$ cat config.mk
export PLATFORM = sky130hd
export DESIGN_NAME = wb_frame_dma
export DESIGN_NICKNAME = d
export VERILOG_FILES = /design/src/rtl/wb_pkg.sv /design/src/rtl/wb_regfile.sv /design/src/rtl/wb_addrgen.sv /design/src/rtl/wb_frame_dma.sv
export SDC_FILE = /design/constraint.sdc
export NUM_CORES = 1
export LEC_CHECK = 0
export BUFFER_PORTS_ARGS = -buffer_cell sky130_fd_sc_hd__buf_2
export CORE_MARGIN = 5
export CORE_UTILIZATION = 62
export CTS_CLUSTER_SIZE = 8
export DETAILED_ROUTE_END_ITERATION = 7
export GPL_TIMING_DRIVEN = 0
export MAX_ROUTING_LAYER = met4
export PLACE_DENSITY = 0.84
export RECOVER_POWER = 100
export SLEW_MARGIN = 15
export SYNTH_ARGS = -nofsm -noshare
export SYNTH_HDL_FRONTEND = slang
export SYNTH_SLANG_ARGS = --single-unit
$ cat constraint.sdc
create_clock -name clk -period 14.8 [get_ports clk]
set_input_delay 1.48 -clock clk [delete_from_list [all_inputs] [get_ports clk]]
set_output_delay 1.48 -clock clk [all_outputs]
set_load 0.02 [all_outputs]
$ cat src/rtl/wb_pkg.sv
package wb_pkg;
  localparam int REG_W = 32;
  localparam int OFS_W = 5;

  localparam logic [OFS_W-1:0] OFS_PTR   = 5'h00;
  localparam logic [OFS_W-1:0] OFS_PITCH = 5'h04;
  localparam logic [OFS_W-1:0] OFS_DIM   = 5'h08;
  localparam logic [OFS_W-1:0] OFS_CTRL  = 5'h0C;
  localparam logic [OFS_W-1:0] OFS_PROG  = 5'h10;

  localparam int B_GO     = 0;
  localparam int B_BUSY   = 1;
  localparam int B_IE     = 2;
  localparam int B_ABORT  = 14;
  localparam int B_REQEOF = 15;
  localparam int B_STRB   = 16;
  localparam int B_PD     = 21;

  localparam logic [7:0] ID_TAG = 8'h54;
  localparam logic [1:0] ID_REV = 2'b01;

  typedef struct packed {
    logic       pd;
    logic [3:0] strb;
    logic       reqeof;
    logic       ie;
  } ctrl_t;
endpackage

$ cat src/rtl/wb_regfile.sv
module wb_regfile
  import wb_pkg::*;
#(
  parameter int DIM_W = 16
) (
  input  logic             clk,
  input  logic             rst_n,
  input  logic [OFS_W-1:0] reg_addr,
  input  logic             reg_we,
  input  logic [REG_W-1:0] reg_wdata,
  output logic [REG_W-1:0] reg_rdata,
  input  logic             busy_i,
  input  logic [DIM_W-1:0] lines_i,
  output logic [REG_W-1:0] ptr_o,
  output logic [REG_W-1:0] pitch_o,
  output logic [DIM_W-1:0] width_o,
  output logic [DIM_W-1:0] height_o,
  output logic             ie_o,
  output logic             reqeof_o,
  output logic [3:0]       strb_o,
  output logic             go_wr_o,
  output logic             abort_wr_o
);
  localparam int PTR_LSB   = 2;
  localparam int PITCH_LSB = 4;
  localparam int HGT_LSB   = 16;

  logic [REG_W-1:0] ptr_q, pitch_q;
  logic [DIM_W-1:0] wid_q, hgt_q;
  ctrl_t            ctrl_q, ctrl_d;
  logic             ptr_en, pitch_en, dim_en, ctrl_en;

  assign ptr_en   = reg_we && (reg_addr == OFS_PTR);
  assign pitch_en = reg_we && (reg_addr == OFS_PITCH);
  assign dim_en   = reg_we && (reg_addr == OFS_DIM);
  assign ctrl_en  = reg_we && (reg_addr == OFS_CTRL);

  assign go_wr_o    = ctrl_en && reg_wdata[B_GO];
  assign abort_wr_o = ctrl_en && reg_wdata[B_ABORT];

  always_comb begin
    ctrl_d.pd     = reg_wdata[B_PD];
    ctrl_d.strb   = reg_wdata[B_STRB +: 4];
    ctrl_d.reqeof = reg_wdata[B_REQEOF];
    ctrl_d.ie     = reg_wdata[B_IE];
  end

  always_ff @(posedge clk or negedge rst_n) begin
    if (!rst_n) begin
      ptr_q <= '0;
    end else if (ptr_en) begin
      ptr_q <= {reg_wdata[REG_W-1:PTR_LSB], {PTR_LSB{1'b0}}};
    end
  end

  always_ff @(posedge clk or negedge rst_n) begin
    if (!rst_n) begin
      pitch_q <= '0;
    end else if (pitch_en) begin
      pitch_q <= {reg_wdata[REG_W-1:PITCH_LSB], {PITCH_LSB{1'b0}}};
    end
  end

  always_ff @(posedge clk or negedge rst_n) begin
    if (!rst_n) begin
      wid_q <= '0;
      hgt_q <= '0;
    end else if (dim_en) begin
      wid_q <= reg_wdata[0 +: DIM_W];
      hgt_q <= reg_wdata[HGT_LSB +: DIM_W];
    end
  end

  always_ff @(posedge clk or negedge rst_n) begin
    if (!rst_n) begin
      ctrl_q <= '0;
    end else if (ctrl_en) begin
      ctrl_q <= ctrl_d;
    end
  end

  always_comb begin
    reg_rdata = '0;
    unique case (reg_addr)
      OFS_PTR:   reg_rdata = ptr_q;
      OFS_PITCH: reg_rdata = pitch_q;
      OFS_DIM: begin
        reg_rdata[0 +: DIM_W]       = wid_q;
        reg_rdata[HGT_LSB +: DIM_W] = hgt_q;
      end
      OFS_CTRL: begin
        reg_rdata[31:24]        = ID_TAG;
        reg_rdata[23:22]        = ID_REV;
        reg_rdata[B_PD]         = ctrl_q.pd;
        reg_rdata[B_STRB +: 4]  = ctrl_q.strb;
        reg_rdata[B_REQEOF]     = ctrl_q.reqeof;
        reg_rdata[B_IE]         = ctrl_q.ie;
        reg_rdata[B_BUSY]       = busy_i;
      end
      OFS_PROG:  reg_rdata = REG_W'(lines_i);
      default:   reg_rdata = '0;
    endcase
  end

  assign ptr_o    = ptr_q;
  assign pitch_o  = pitch_q;
  assign width_o  = wid_q;
  assign height_o = hgt_q;
  assign ie_o     = ctrl_q.ie;
  assign reqeof_o = ctrl_q.reqeof;
  assign strb_o   = ctrl_q.strb;
endmodule

$ cat src/rtl/wb_addrgen.sv
module wb_addrgen
  import wb_pkg::*;
#(
  parameter int DIM_W = 16
) (
  input  logic             clk,
  input  logic             rst_n,
  input  logic             start_i,
  input  logic             fire_i,
  input  logic [REG_W-1:0] ptr_i,
  input  logic [REG_W-1:0] pitch_i,
  input  logic [DIM_W-1:0] width_i,
  input  logic [DIM_W-1:0] height_i,
  output logic [REG_W-1:0] addr_o,
  output logic [DIM_W-1:0] lines_o,
  output logic             line_end_o,
  output logic             frame_end_o
);
  localparam int CW       = DIM_W + 1;
  localparam int BEAT_SHL = 2;

  logic [DIM_W-1:0] x_q, x_d, y_q, y_d;
  logic [REG_W-1:0] base_q, base_d;
  logic [CW-1:0]    x_inc, y_inc;
  logic             step_en;

  assign x_inc       = {1'b0, x_q} + CW'(1);
  assign y_inc       = {1'b0, y_q} + CW'(1);
  assign line_end_o  = (x_inc == {1'b0, width_i});
  assign frame_end_o = line_end_o && (y_inc == {1'b0, height_i});
  assign step_en     = start_i || fire_i;

  always_comb begin
    x_d    = x_q;
    y_d    = y_q;
    base_d = base_q;
    if (start_i) begin
      x_d    = '0;
      y_d    = '0;
      base_d = ptr_i;
    end else if (fire_i) begin
      if (line_end_o) begin
        x_d    = '0;
        y_d    = y_q + 1'b1;
        base_d = base_q + pitch_i;
      end else begin
        x_d = x_q + 1'b1;
      end
    end
  end

  always_ff @(posedge clk or negedge rst_n) begin
    if (!rst_n) begin
      x_q    <= '0;
      y_q    <= '0;
      base_q <= '0;
    end else if (step_en) begin
      x_q    <= x_d;
      y_q    <= y_d;
      base_q <= base_d;
    end
  end

  assign addr_o  = base_q + (REG_W'(x_q) << BEAT_SHL);
  assign lines_o = y_q;

  AST_ADDR_STEP: assert property (@(posedge clk) disable iff (!rst_n)
    (fire_i && !start_i && !line_end_o) |=> (addr_o == $past(addr_o) + 32'd4)) else $error("addr step");

  AST_ADDR_HOLD: assert property (@(posedge clk) disable iff (!rst_n)
    (!fire_i && !start_i) |=> $stable(addr_o)) else $error("addr hold");
endmodule

$ cat src/rtl/wb_frame_dma.sv
module wb_frame_dma
  import wb_pkg::*;
#(
  parameter int DIM_W = 16
) (
  input  logic             clk,
  input  logic             rst_n,
  input  logic [OFS_W-1:0] reg_addr,
  input  logic             reg_we,
  input  logic [REG_W-1:0] reg_wdata,
  output logic [REG_W-1:0] reg_rdata,
  input  logic             pix_valid,
  input  logic [REG_W-1:0] pix_data,
  output logic             pix_ready,
  output logic             mem_valid,
  output logic [REG_W-1:0] mem_addr,
  output logic [REG_W-1:0] mem_wdata,
  output logic [3:0]       mem_strb,
  input  logic             mem_ready,
  output logic             frame_req,
  output logic             irq
);
  // Reset synchronizer: assertion is asynchronous, release follows two flops.
  logic [1:0] rs_q;
  logic       rst_ns;
  always_ff @(posedge clk or negedge rst_n) begin
    if (!rst_n) rs_q <= '0;
    else        rs_q <= {rs_q[0], 1'b1};
  end
  assign rst_ns = rs_q[1];

  logic [REG_W-1:0] ptr, pitch;
  logic [DIM_W-1:0] width, height, lines;
  logic             ie, reqeof, go_wr, abort_wr;
  logic [3:0]       strb;
  logic             line_end, frame_end;
  logic             busy_q, busy_d, freq_q, freq_d;
  logic             start, abort_now, fire, done;

  wb_regfile #(.DIM_W(DIM_W)) u_regs (
    .clk(clk), .rst_n(rst_ns),
    .reg_addr(reg_addr), .reg_we(reg_we), .reg_wdata(reg_wdata), .reg_rdata(reg_rdata),
    .busy_i(busy_q), .lines_i(lines),
    .ptr_o(ptr), .pitch_o(pitch), .width_o(width), .height_o(height),
    .ie_o(ie), .reqeof_o(reqeof), .strb_o(strb),
    .go_wr_o(go_wr), .abort_wr_o(abort_wr)
  );

  assign start     = go_wr && !busy_q && !reg_wdata[B_PD] && (|width) && (|height);
  assign abort_now = abort_wr && busy_q;
  assign mem_valid = busy_q && pix_valid && !abort_wr;
  assign pix_ready = busy_q && mem_ready && !abort_wr;
  assign fire      = mem_valid && mem_ready;
  assign done      = fire && frame_end;

  wb_addrgen #(.DIM_W(DIM_W)) u_agen (
    .clk(clk), .rst_n(rst_ns),
    .start_i(start), .fire_i(fire),
    .ptr_i(ptr), .pitch_i(pitch), .width_i(width), .height_i(height),
    .addr_o(mem_addr), .lines_o(lines),
    .line_end_o(line_end), .frame_end_o(frame_end)
  );

  always_comb begin
    busy_d = busy_q;
    if (start)                  busy_d = 1'b1;
    else if (abort_now || done) busy_d = 1'b0;
    freq_d = start || (done && reqeof);
  end

  always_ff @(posedge clk or negedge rst_ns) begin
    if (!rst_ns) begin
      busy_q <= 1'b0;
      freq_q <= 1'b0;
    end else begin
      busy_q <= busy_d;
      freq_q <= freq_d;
    end
  end

  assign mem_wdata = pix_data;
  assign mem_strb  = strb;
  assign frame_req = freq_q;
  assign irq       = ie && !busy_q;

  logic unused_le;
  assign unused_le = line_end;

  AST_START_FROM_GO: assert property (@(posedge clk) disable iff (!rst_ns)
    $rose(busy_q) |-> $past(go_wr)) else $error("busy without start");

  AST_PROG_STEP: assert property (@(posedge clk) disable iff (!rst_ns)
    (busy_q && !start) |=> (lines == $past(lines) || lines == DIM_W'($past(lines) + 1'b1))) else $error("progress jump");

  AST_BUSY_END: assert property (@(posedge clk) disable iff (!rst_ns)
    $fell(busy_q) |-> ($past(abort_now) || lines == height)) else $error("early idle");

  AST_NO_FRAME_REQ_ON_ABORT: assert property (@(posedge clk) disable iff (!rst_ns)
    abort_now |=> !frame_req) else $error("request after abort");
endmodule

==> reports/qor.csv, run 1 <==
metric,value,unit
rows,49,
slowest_stage,clkbuf_1,
synth.distinct_cells,69,
cts_resized,0,
syn_avg_cell_area,9.300,µm²
drv_slew,153,
leakage,5.808,nW
violations,"capacitance limit, slew limit",
yosysTopAreaCellShare,0.3664,
routed.top_layer,met4,
nets,1483,
synth_flop_cell,dfrtp_1,
start_util,0.6240,
period_minus_slack,7.180,ns
cts-buffers-inserted,17,
dp.final_hpwl,26510,µm
path_delay_family,buffers and inverters,
die_w,144.0,µm
grt_setup_unrepaired,false,
peakVddDrop,87.57,µV
setup-violations-final,0,
fmax,139.3,MHz
r2r_slack,7.62,ns
critPathMaxStageDelay,2.10,ns
multi_input_area,6442,µm²
wire_per_inst,21.63,µm
first_global_vias,9733,
area_delta_synth_final,13.56,%
overflow,0,
drtIter0Drc,925,
fillers,1402,
grt_use_total,0.3436,
port-buffer-count,142,
place_congestion,0.9525,
dr_wl_met3,3441,µm
cp.arrival,7.16,ns
path_buf_inv,3,
syn_inst,1197,
layout_commonest_cell,dfrtp_1,
crit_chain,clkbuf_1 > clkbuf_1 > clkbuf_1,
post_cts_buffers,0,
wirelength_met1,13150,µm
slew_headroom,-0.8739,
synth-edff-count,0,
timing.setup.tns,0,ns
cp-start-kind,register,
grt_pass1_wl,52830,µm
regArea,4079,µm²
wl_met2,16700,µm
coreArea,17840,µm²
htreeDepth,4,
cts_root_buf,clkbuf_16,
die_height,144.0,µm
worst_pin_slew,2.811,ns
grt_max_degree,51,
finClkSkew,0.007803,ns
hp-class,register to asynchronous set/reset pin,
hold_buffers,0,
cp_max_fo,50,
power,1.464,mW
via_per_inst,6.342,
drc,0,
cts_buffer_depth,2,
period_share,0.4851,
synthArstFlopShare,1.000,
path_class,register to asynchronous set/reset pin,
seq_area_frac_synth,0.3664,
final_cell_mix,"163 x dfrtp_1, 153 x clkbuf_1, 119 x nor2_1",
critPathRequiredTime,14.78,ns
synthTopCellsByArea,"dfrtp_1 37%, mux2_2 9.8%, xnor2_1 5.1%, ha_1 5.1%, nor2_1 4.0%",
hold_violations,0,
syn_area,11130,µm²
clock-sinks,163,
drive_above_1_share,0.1629,
routed_wl,34700,µm
path_common_cell,clkbuf_1,
firstDrtPassIters,5,
status,finished with violations,
clk_pin_slew,0.06,ns
ant_nets,0,
io_pins,178,
cap_violations,4,
end_kind,asynchronous set/reset pin,
power.density,115.8,nW/µm²
synth_warnings,0,
vias,10170,
cts_tree,built,
dieArea,20730,µm²
ys_ff_latch,163,
yosysTopAreaCell,dfrtp_1,
grt_antenna_before_repair,0,
num_antenna_cells,0,
clock_latency,0.44,ns
-- registers in the layout (all words and copies together) (netlist names) --
register / flops
busy_q: 1
frame_req: 1
rs_q: 2
u_agen.base_q: 30
u_agen.lines_o: 16
u_agen.x_q: 16
u_regs.ctrl_q: 1
u_regs.height_o: 16
u_regs.ie_o: 1
u_regs.pitch_o: 28
u_regs.ptr_o: 30
u_regs.reqeof_o: 1
u_regs.strb_o: 4
u_regs.width_o: 16
-- synthesized netlist by cell type (9+ instances only) --
| master | count |
|---|---|
| nand2b_1 | 12 |
| dfrtp_1 | 163 |
| a21oi_1 | 63 |
| mux2_2 | 97 |
| buf_4 | 41 |
| o21bai_1 | 9 |
| inv_1 | 22 |
| nand3_1 | 26 |
| o211ai_1 | 9 |
| a31oi_1 | 13 |
| o21ai_0 | 59 |
| nor4_1 | 12 |
| nor2_1 | 119 |
| xnor2_1 | 65 |
| a221o_1 | 16 |
| nand4_1 | 14 |
| and3_1 | 20 |
| clkbuf_1 | 42 |
| o31ai_1 | 11 |
| nor3_1 | 16 |
| mux2i_1 | 33 |
| nand2_1 | 112 |
| a21o_1 | 12 |
| ha_1 | 45 |
| xor2_1 | 38 |
-- cell type report --
type / count / share of cell area
clock buffers: 22 / 0.03910
well taps: 229 / 0.02267
flip-flops and latches: 163 / 0.3227
repair buffers: 145 / 0.04682
clock inverters: 10 / 0.01148
multi-input cells: 918 / 0.5096
plain buffers: 95 / 0.04108
inverters: 22 / 0.006533
-- worst reg2reg max path, stage by stage (launching register included) --
cell      delay (ns)
dfrtp_1         0.92
clkbuf_1        1.65
clkbuf_1        2.11
clkbuf_1        2.00
-- through the flow --
stage	area [µm²]	utilization	hold WS [ns]	instances	setup WS, ns
after floorplan	11140	-	0.3312	1198	9.789
after global placement	12130	0.6801	0.3431	1569	8.107
after detailed placement	12210	0.6845	0.2287	1572	8.724
after CTS	12850	0.7203	0.2353	1604	8.708
after global routing	12640	0.7085	0.3887	1604	6.190
final	12640	0.7085	0.3692	1604	7.620
-- kinds of logic after synthesis --
logic type,after synthesis,synth area share
simple gates,389,0.1708
buf+inv,117,0.05418
compound gates,245,0.1434
mux,130,0.1278
xor+xnor,104,0.08250
fa+ha+maj,47,0.05418
flops,163,0.3664
other cells,2,0.0006746
-- layer usage --
metal / vias up / GRT usage
li1: 4614 / -
met1: 4879 / 0.4250
met2: 554 / 0.5500
met3: 126 / 0.07837
met4: 0 / 0.1363
met5: - / -
-- where the power goes --
group,switching (mW),total [mW],internal (mW)
Sequential,0.0928,0.605,0.512
Clock,0.188,0.477,0.289
Combinational,0.213,0.382,0.169
Total,0.493,1.46,0.970
-- path summary, 6_finish.rpt --
check / start / endpoint / depth (start not counted)
max: rs_q[1] / u_agen.x_q[10] / 3
min: rs_q[1] / u_agen.lines_o[9] / 0
max reg2reg: rs_q[1] / u_agen.x_q[10] / 3
min reg2reg: rs_q[1] / u_agen.lines_o[9] / 0
max in group clk: reg_addr[4] / reg_rdata[10] / 8
min in group clk: rs_q[0] / rs_q[1] / 0
Power figures use the tool's default switching activity.
==> run 2: changes to the inputs <==
--- a/config.mk
+++ b/config.mk
@@ -7,12 +7,12 @@
 export LEC_CHECK = 0
 export BUFFER_PORTS_ARGS = -buffer_cell sky130_fd_sc_hd__buf_2
 export CORE_MARGIN = 5
-export CORE_UTILIZATION = 62
+export CORE_UTILIZATION = 58
 export CTS_CLUSTER_SIZE = 8
 export DETAILED_ROUTE_END_ITERATION = 7
 export GPL_TIMING_DRIVEN = 0
 export MAX_ROUTING_LAYER = met4
-export PLACE_DENSITY = 0.84
+export PLACE_DENSITY = 0.79
 export RECOVER_POWER = 100
 export SLEW_MARGIN = 15
 export SYNTH_ARGS = -nofsm -noshare
==> constraint.sdc (replaced) <==
create_clock -name clk -period 7.3 [get_ports clk]
set_input_delay 0.73 -clock clk [delete_from_list [all_inputs] [get_ports clk]]
set_output_delay 0.73 -clock clk [all_outputs]
set_load 0.02 [all_outputs]
==> run 2 against run 1 <==
The flow still finishes with violations (capacitance limit, slew limit); first-iteration DRC count down 12%; wire length rose by 2.8%; critical path depth is 1 lower; combinational power grew 100%; clock skew grew 0.0044 ns; global-route usage is 1.5 points lower; sequential share of layout area is essentially flat; clock-buffer cell count is 2 lower; total power up 99%; critical path type unchanged; highest routed layer unchanged.
==> reports/qor.csv, run 2 (same netlist as run 1, synthesis figures left out) <==
metric,value,unit
status,finished with violations,
violations,"capacitance limit, slew limit",
hold_buffers,0,
peakVddDrop,175.0,µV
grt_use_total,0.3288,
die_height,148.5,µm
clock-sinks,163,
fillers,1598,
place_congestion,1.001,
critPathMaxStageDelay,1.99,ns
vias,10170,
post_cts_buffers,0,
hp-class,input port to asynchronous set/reset pin,
crit_chain,clkbuf_1 > clkbuf_1,
rows,50,
setup-violations-final,0,
grt_antenna_before_repair,1,
port-buffer-count,142,
cts-buffers-inserted,17,
worst_pin_slew,2.910,ns
end_kind,asynchronous set/reset pin,
via_per_inst,6.221,
critPathRequiredTime,7.26,ns
path_buf_inv,2,
period_minus_slack,5.159,ns
power.density,230.6,nW/µm²
area_delta_synth_final,13.40,%
clk_pin_slew,0.07,ns
drive_above_1_share,0.1608,
dp.final_hpwl,27190,µm
cts_tree,built,
cts_root_buf,clkbuf_16,
htreeDepth,4,
clock_latency,0.43,ns
grt_setup_unrepaired,false,
start_util,0.5912,
placed_area,12260,µm²
drtIter0Drc,817,
finClkSkew,0.01223,ns
die_w,148.5,µm
grt_max_degree,53,
dieArea,22060,µm²
grt_pass1_wl,54650,µm
nets,1483,
leakage,5.780,nW
cts_resized,0,
path_class,register to asynchronous set/reset pin,
cp-start-kind,register,
drc,0,
path_delay_family,buffers and inverters,
fmax,193.8,MHz
timing.setup.tns,0,ns
layout_commonest_cell,dfrtp_1,
routed_wl,35670,µm
ant_nets,0,
slowest_stage,clkbuf_1,
drv_slew,156,
cap_violations,5,
slew_headroom,-0.9400,
hold_violations,0,
first_global_vias,9949,
io_pins,178,
finalInstanceArea,12620,µm²
firstDrtPassIters,5,
overflow,0,
path_common_cell,clkbuf_1,
coreArea,18830,µm²
cp.arrival,5.12,ns
period_share,0.7067,
wire_per_inst,21.82,µm
cp_max_fo,46,
cts_buffer_depth,2,
final_cell_mix,"163 x dfrtp_1, 155 x clkbuf_1, 119 x nor2_1",
r2r_slack,2.14,ns
[run 2: changes by cell type in the layout (fill, tap and decap cells not counted)]
cell and change:
o21ai_0 +1, inv_6 +1, clkbuf_1 +2, diode_2 +1, clkbuf_8 -3, bufinv_16 -1, clkinv_2 +2, clkinv_4 -1
o21ai_1 -1, buf_2 -1
[run 2: final timing paths]
| check | start | to | depth (start not counted) |
|---|---|---|---|
| min in group clk | rs_q[0] | rs_q[1] | 0 |
| hold / removal | rst_n | rs_q[0] | 1 |
| max in group clk | u_agen.x_q[0] | mem_addr[30] | 13 |
| setup / recovery | rs_q[1] | u_agen.x_q[13] | 2 |
| hold reg to reg | rs_q[0] | rs_q[1] | 0 |
| setup reg to reg | rs_q[1] | u_agen.x_q[13] | 2 |
[run 2: power by group]
part / internal, mW / leakage (nW) / switching [mW]
Combinational: 0.342 / 3.37 / 0.435
Clock: 0.522 / 0.283 / 0.382
Sequential: 1.04 / 2.13 / 0.192
[run 2: stage by stage]
step                      instances  hold slack (ns)  total power, mW  setup slack (ns)    util
after floorplan                1198           0.3312            1.760             2.422       -
after global placement         1600           0.3428            1.990            0.5446  0.6464
after detailed placement       1603           0.2711            2.018             2.719  0.6509
after CTS                      1634          0.05867            2.919             2.469  0.6818
after global routing           1635          0.06434            3.043             1.158  0.6704
final                          1635          0.06783            2.911             2.141  0.6704
[run 2: final cells by class]
cell class / count / area (µm²) / share of cell area
multi-input cells: 918 / 6442 / 0.5104
flip-flops and latches: 163 / 4079 / 0.3231
repair buffers: 145 / 593.1 / 0.04698
plain buffers: 95 / 516.7 / 0.04094
clock buffers: 20 / 456.7 / 0.03618
well taps: 260 / 325.3 / 0.02577
clock inverters: 11 / 125.1 / 0.009912
inverters: 22 / 82.58 / 0.006542
diodes: 1 / 2.502 / 0.0001982
[run 2: metal layers]
layer	track usage	wire length (µm)	vias up
met2	0.5160	16770	548
met4	0.1635	1813	0
met1	0.4083	14200	4898
met5	-	0	-
li1	-	-	4607
met3	0.06368	2896	118
==> run 3: changes to the inputs <==
--- a/config.mk
+++ b/config.mk
@@ -7,12 +7,12 @@
 export LEC_CHECK = 0
 export BUFFER_PORTS_ARGS = -buffer_cell sky130_fd_sc_hd__buf_2
 export CORE_MARGIN = 5
-export CORE_UTILIZATION = 58
+export CORE_UTILIZATION = 52
 export CTS_CLUSTER_SIZE = 8
 export DETAILED_ROUTE_END_ITERATION = 7
 export GPL_TIMING_DRIVEN = 0
 export MAX_ROUTING_LAYER = met4
-export PLACE_DENSITY = 0.79
+export PLACE_DENSITY = 0.75
 export RECOVER_POWER = 100
 export SLEW_MARGIN = 15
 export SYNTH_ARGS = -nofsm -noshare
==> constraint.sdc (replaced) <==
create_clock -name clk -period 4.4 [get_ports clk]
set_input_delay 0.44 -clock clk [delete_from_list [all_inputs] [get_ports clk]]
set_output_delay 0.44 -clock clk [all_outputs]
set_load 0.02 [all_outputs]
==> run 3 against run 2 <==
The flow still finishes with violations (capacitance limit, slew limit); sequential share of layout area down 0.064 points; wire length down 0.20%; register-to-register slack worse by 1.9 ns; final area is 0.20% higher; core utilization is 6.9 points lower; sequential cell count did not move; critical endpoint is now reg_rdata[10]; largest cell class unchanged.
==> reports/qor.csv, run 3 (same netlist as run 1, synthesis figures left out) <==
metric,value,unit
status,finished with violations,
violations,"capacitance limit, slew limit",
slew_headroom,-0.3913,
cp-start-kind,input port,
grt_use_met2,0.4683,
cts_root_buf,clkbuf_16,
area_delta_synth_final,13.62,%
vias,10260,
period_minus_slack,4.297,ns
via_per_inst,6.214,
overflow,0,
setup-violations-final,0,
hp-class,input port to register,
rows,53,
drive_above_1_share,0.1710,
routed_wl,35600,µm
dp.final_hpwl,26860,µm
post-place-cells,1617,
fin_util,0.6017,
clk_pin_slew,0.06,ns
cap_violations,2,
slowest_stage,nor2_1,
timing.setup.tns,0,ns
port-buffer-count,142,
path_common_cell,clkbuf_1,
final_cells,1651,
die_height,156.3,µm
power.density,375.7,nW/µm²
worst_pin_slew,2.087,ns
first_global_vias,9957,
grt_setup_unrepaired,false,
end_kind,output port,
grt_antenna_before_repair,2,
finClkSkew,0.009374,ns
holdCritStartpoint,reg_wdata[3],
grt_max_degree,58,
cts_buffer_depth,2,
clock-sinks,163,
cp-startpoint,reg_addr[4],
place_congestion,0.9662,
cp_max_fo,10,
grt_pass1_wl,54570,µm
clock_latency,0.43,ns
hold_violations,0,
drv_slew,61,
layout_commonest_cell,dfrtp_1,
critPathRequiredTime,3.96,ns
path_class,input port to output port,
use_met1,0.3684,
wire_per_inst,21.56,µm
r2r_start,u_agen.x_q[1],
power,4.752,mW
period_share,0.9767,
coreArea,21020,µm²
cts_tree,built,
nets,1483,
path_buf_inv,5,
htreeDepth,4,
crit_chain,buf_2 > clkbuf_1 > or4b_2 > clkbuf_1 > nor2_1 > clkbuf_1 > a221o_1 > clkbuf_1,
io_pins,178,
fmax,232.7,MHz
drc,0,
firstDrtPassIters,5,
grt_use_total,0.2941,
path_delay_family,buffers and inverters,
final_cell_mix,"163 x dfrtp_1, 144 x clkbuf_1, 119 x nor2_1",
dieArea,24430,µm²
die_w,156.3,µm
drtIter0Drc,871,
start_util,0.5296,
ant_nets,0,
critPathMaxStageDelay,0.77,ns
peakVddDrop,279.6,µV
cp.arrival,3.86,ns
cts-buffers-inserted,17,
grt_use_met3,0.05448,
leakage,5.805,nW
gr-max-usage-layer,met2,
[run 3: stage by stage]
step                cell area, µm²  hold slack [ns]  setup slack, ns
floorplan                    11140           0.1444            1.190
global placement             12190           0.2257         0.007531
detailed placement           12260           0.2287           0.2905
CTS                          12820           0.2572          0.02970
global route                 12650           0.2581          0.01171
finish                       12650           0.2613           0.1027
[run 3: power by group]
part | internal [mW] | switching (mW)
combinational | 0.571 | 0.716
clock | 0.803 | 0.621
sequential | 1.72 | 0.319
total | 3.10 | 1.66
[run 3: per-layer routing]
metal,share of wire,vias to the layer above
li1,-,4603
met1,0.39,4946
met2,0.47,577
met3,0.093,133
met4,0.046,0
met5,0,-
[run 3: worst paths after layout]
kind,end,slack [ns],cells after the start
worst max-delay path,reg_rdata[10],0.10,8
worst min-delay path,u_regs.ptr_o[3],0.26,2
min in group asynchronous,rs_q[0],0.32,2
worst min register to register,rs_q[1],0.36,0
worst max register to register,busy_q,0.28,11
max in group asynchronous,u_agen.base_q[17],1.18,1
[run 3: timing repair]
| action | in CTS | in global routing |
|---|---|---|
| hold buffers | 1 | 0 |
| gates cloned | 0 | 0 |
| resized for setup | 1 | 3 |
| endpoints found under the setup margin | 7 | 8 |
| hold endpoints to repair | 2 | 0 |
| buffers inserted | 0 | 0 |
[run 3: final cells by class]
type	instances	area, µm²
fillers	1854	8373
multi-input cells	918	6460
flip-flops and latches	163	4079
repair buffers	145	614.3
plain buffers	95	516.7
clock buffers	22	464.2
well taps	275	344.1
clock inverters	9	82.58
inverters	22	82.58
diodes	2	5.005
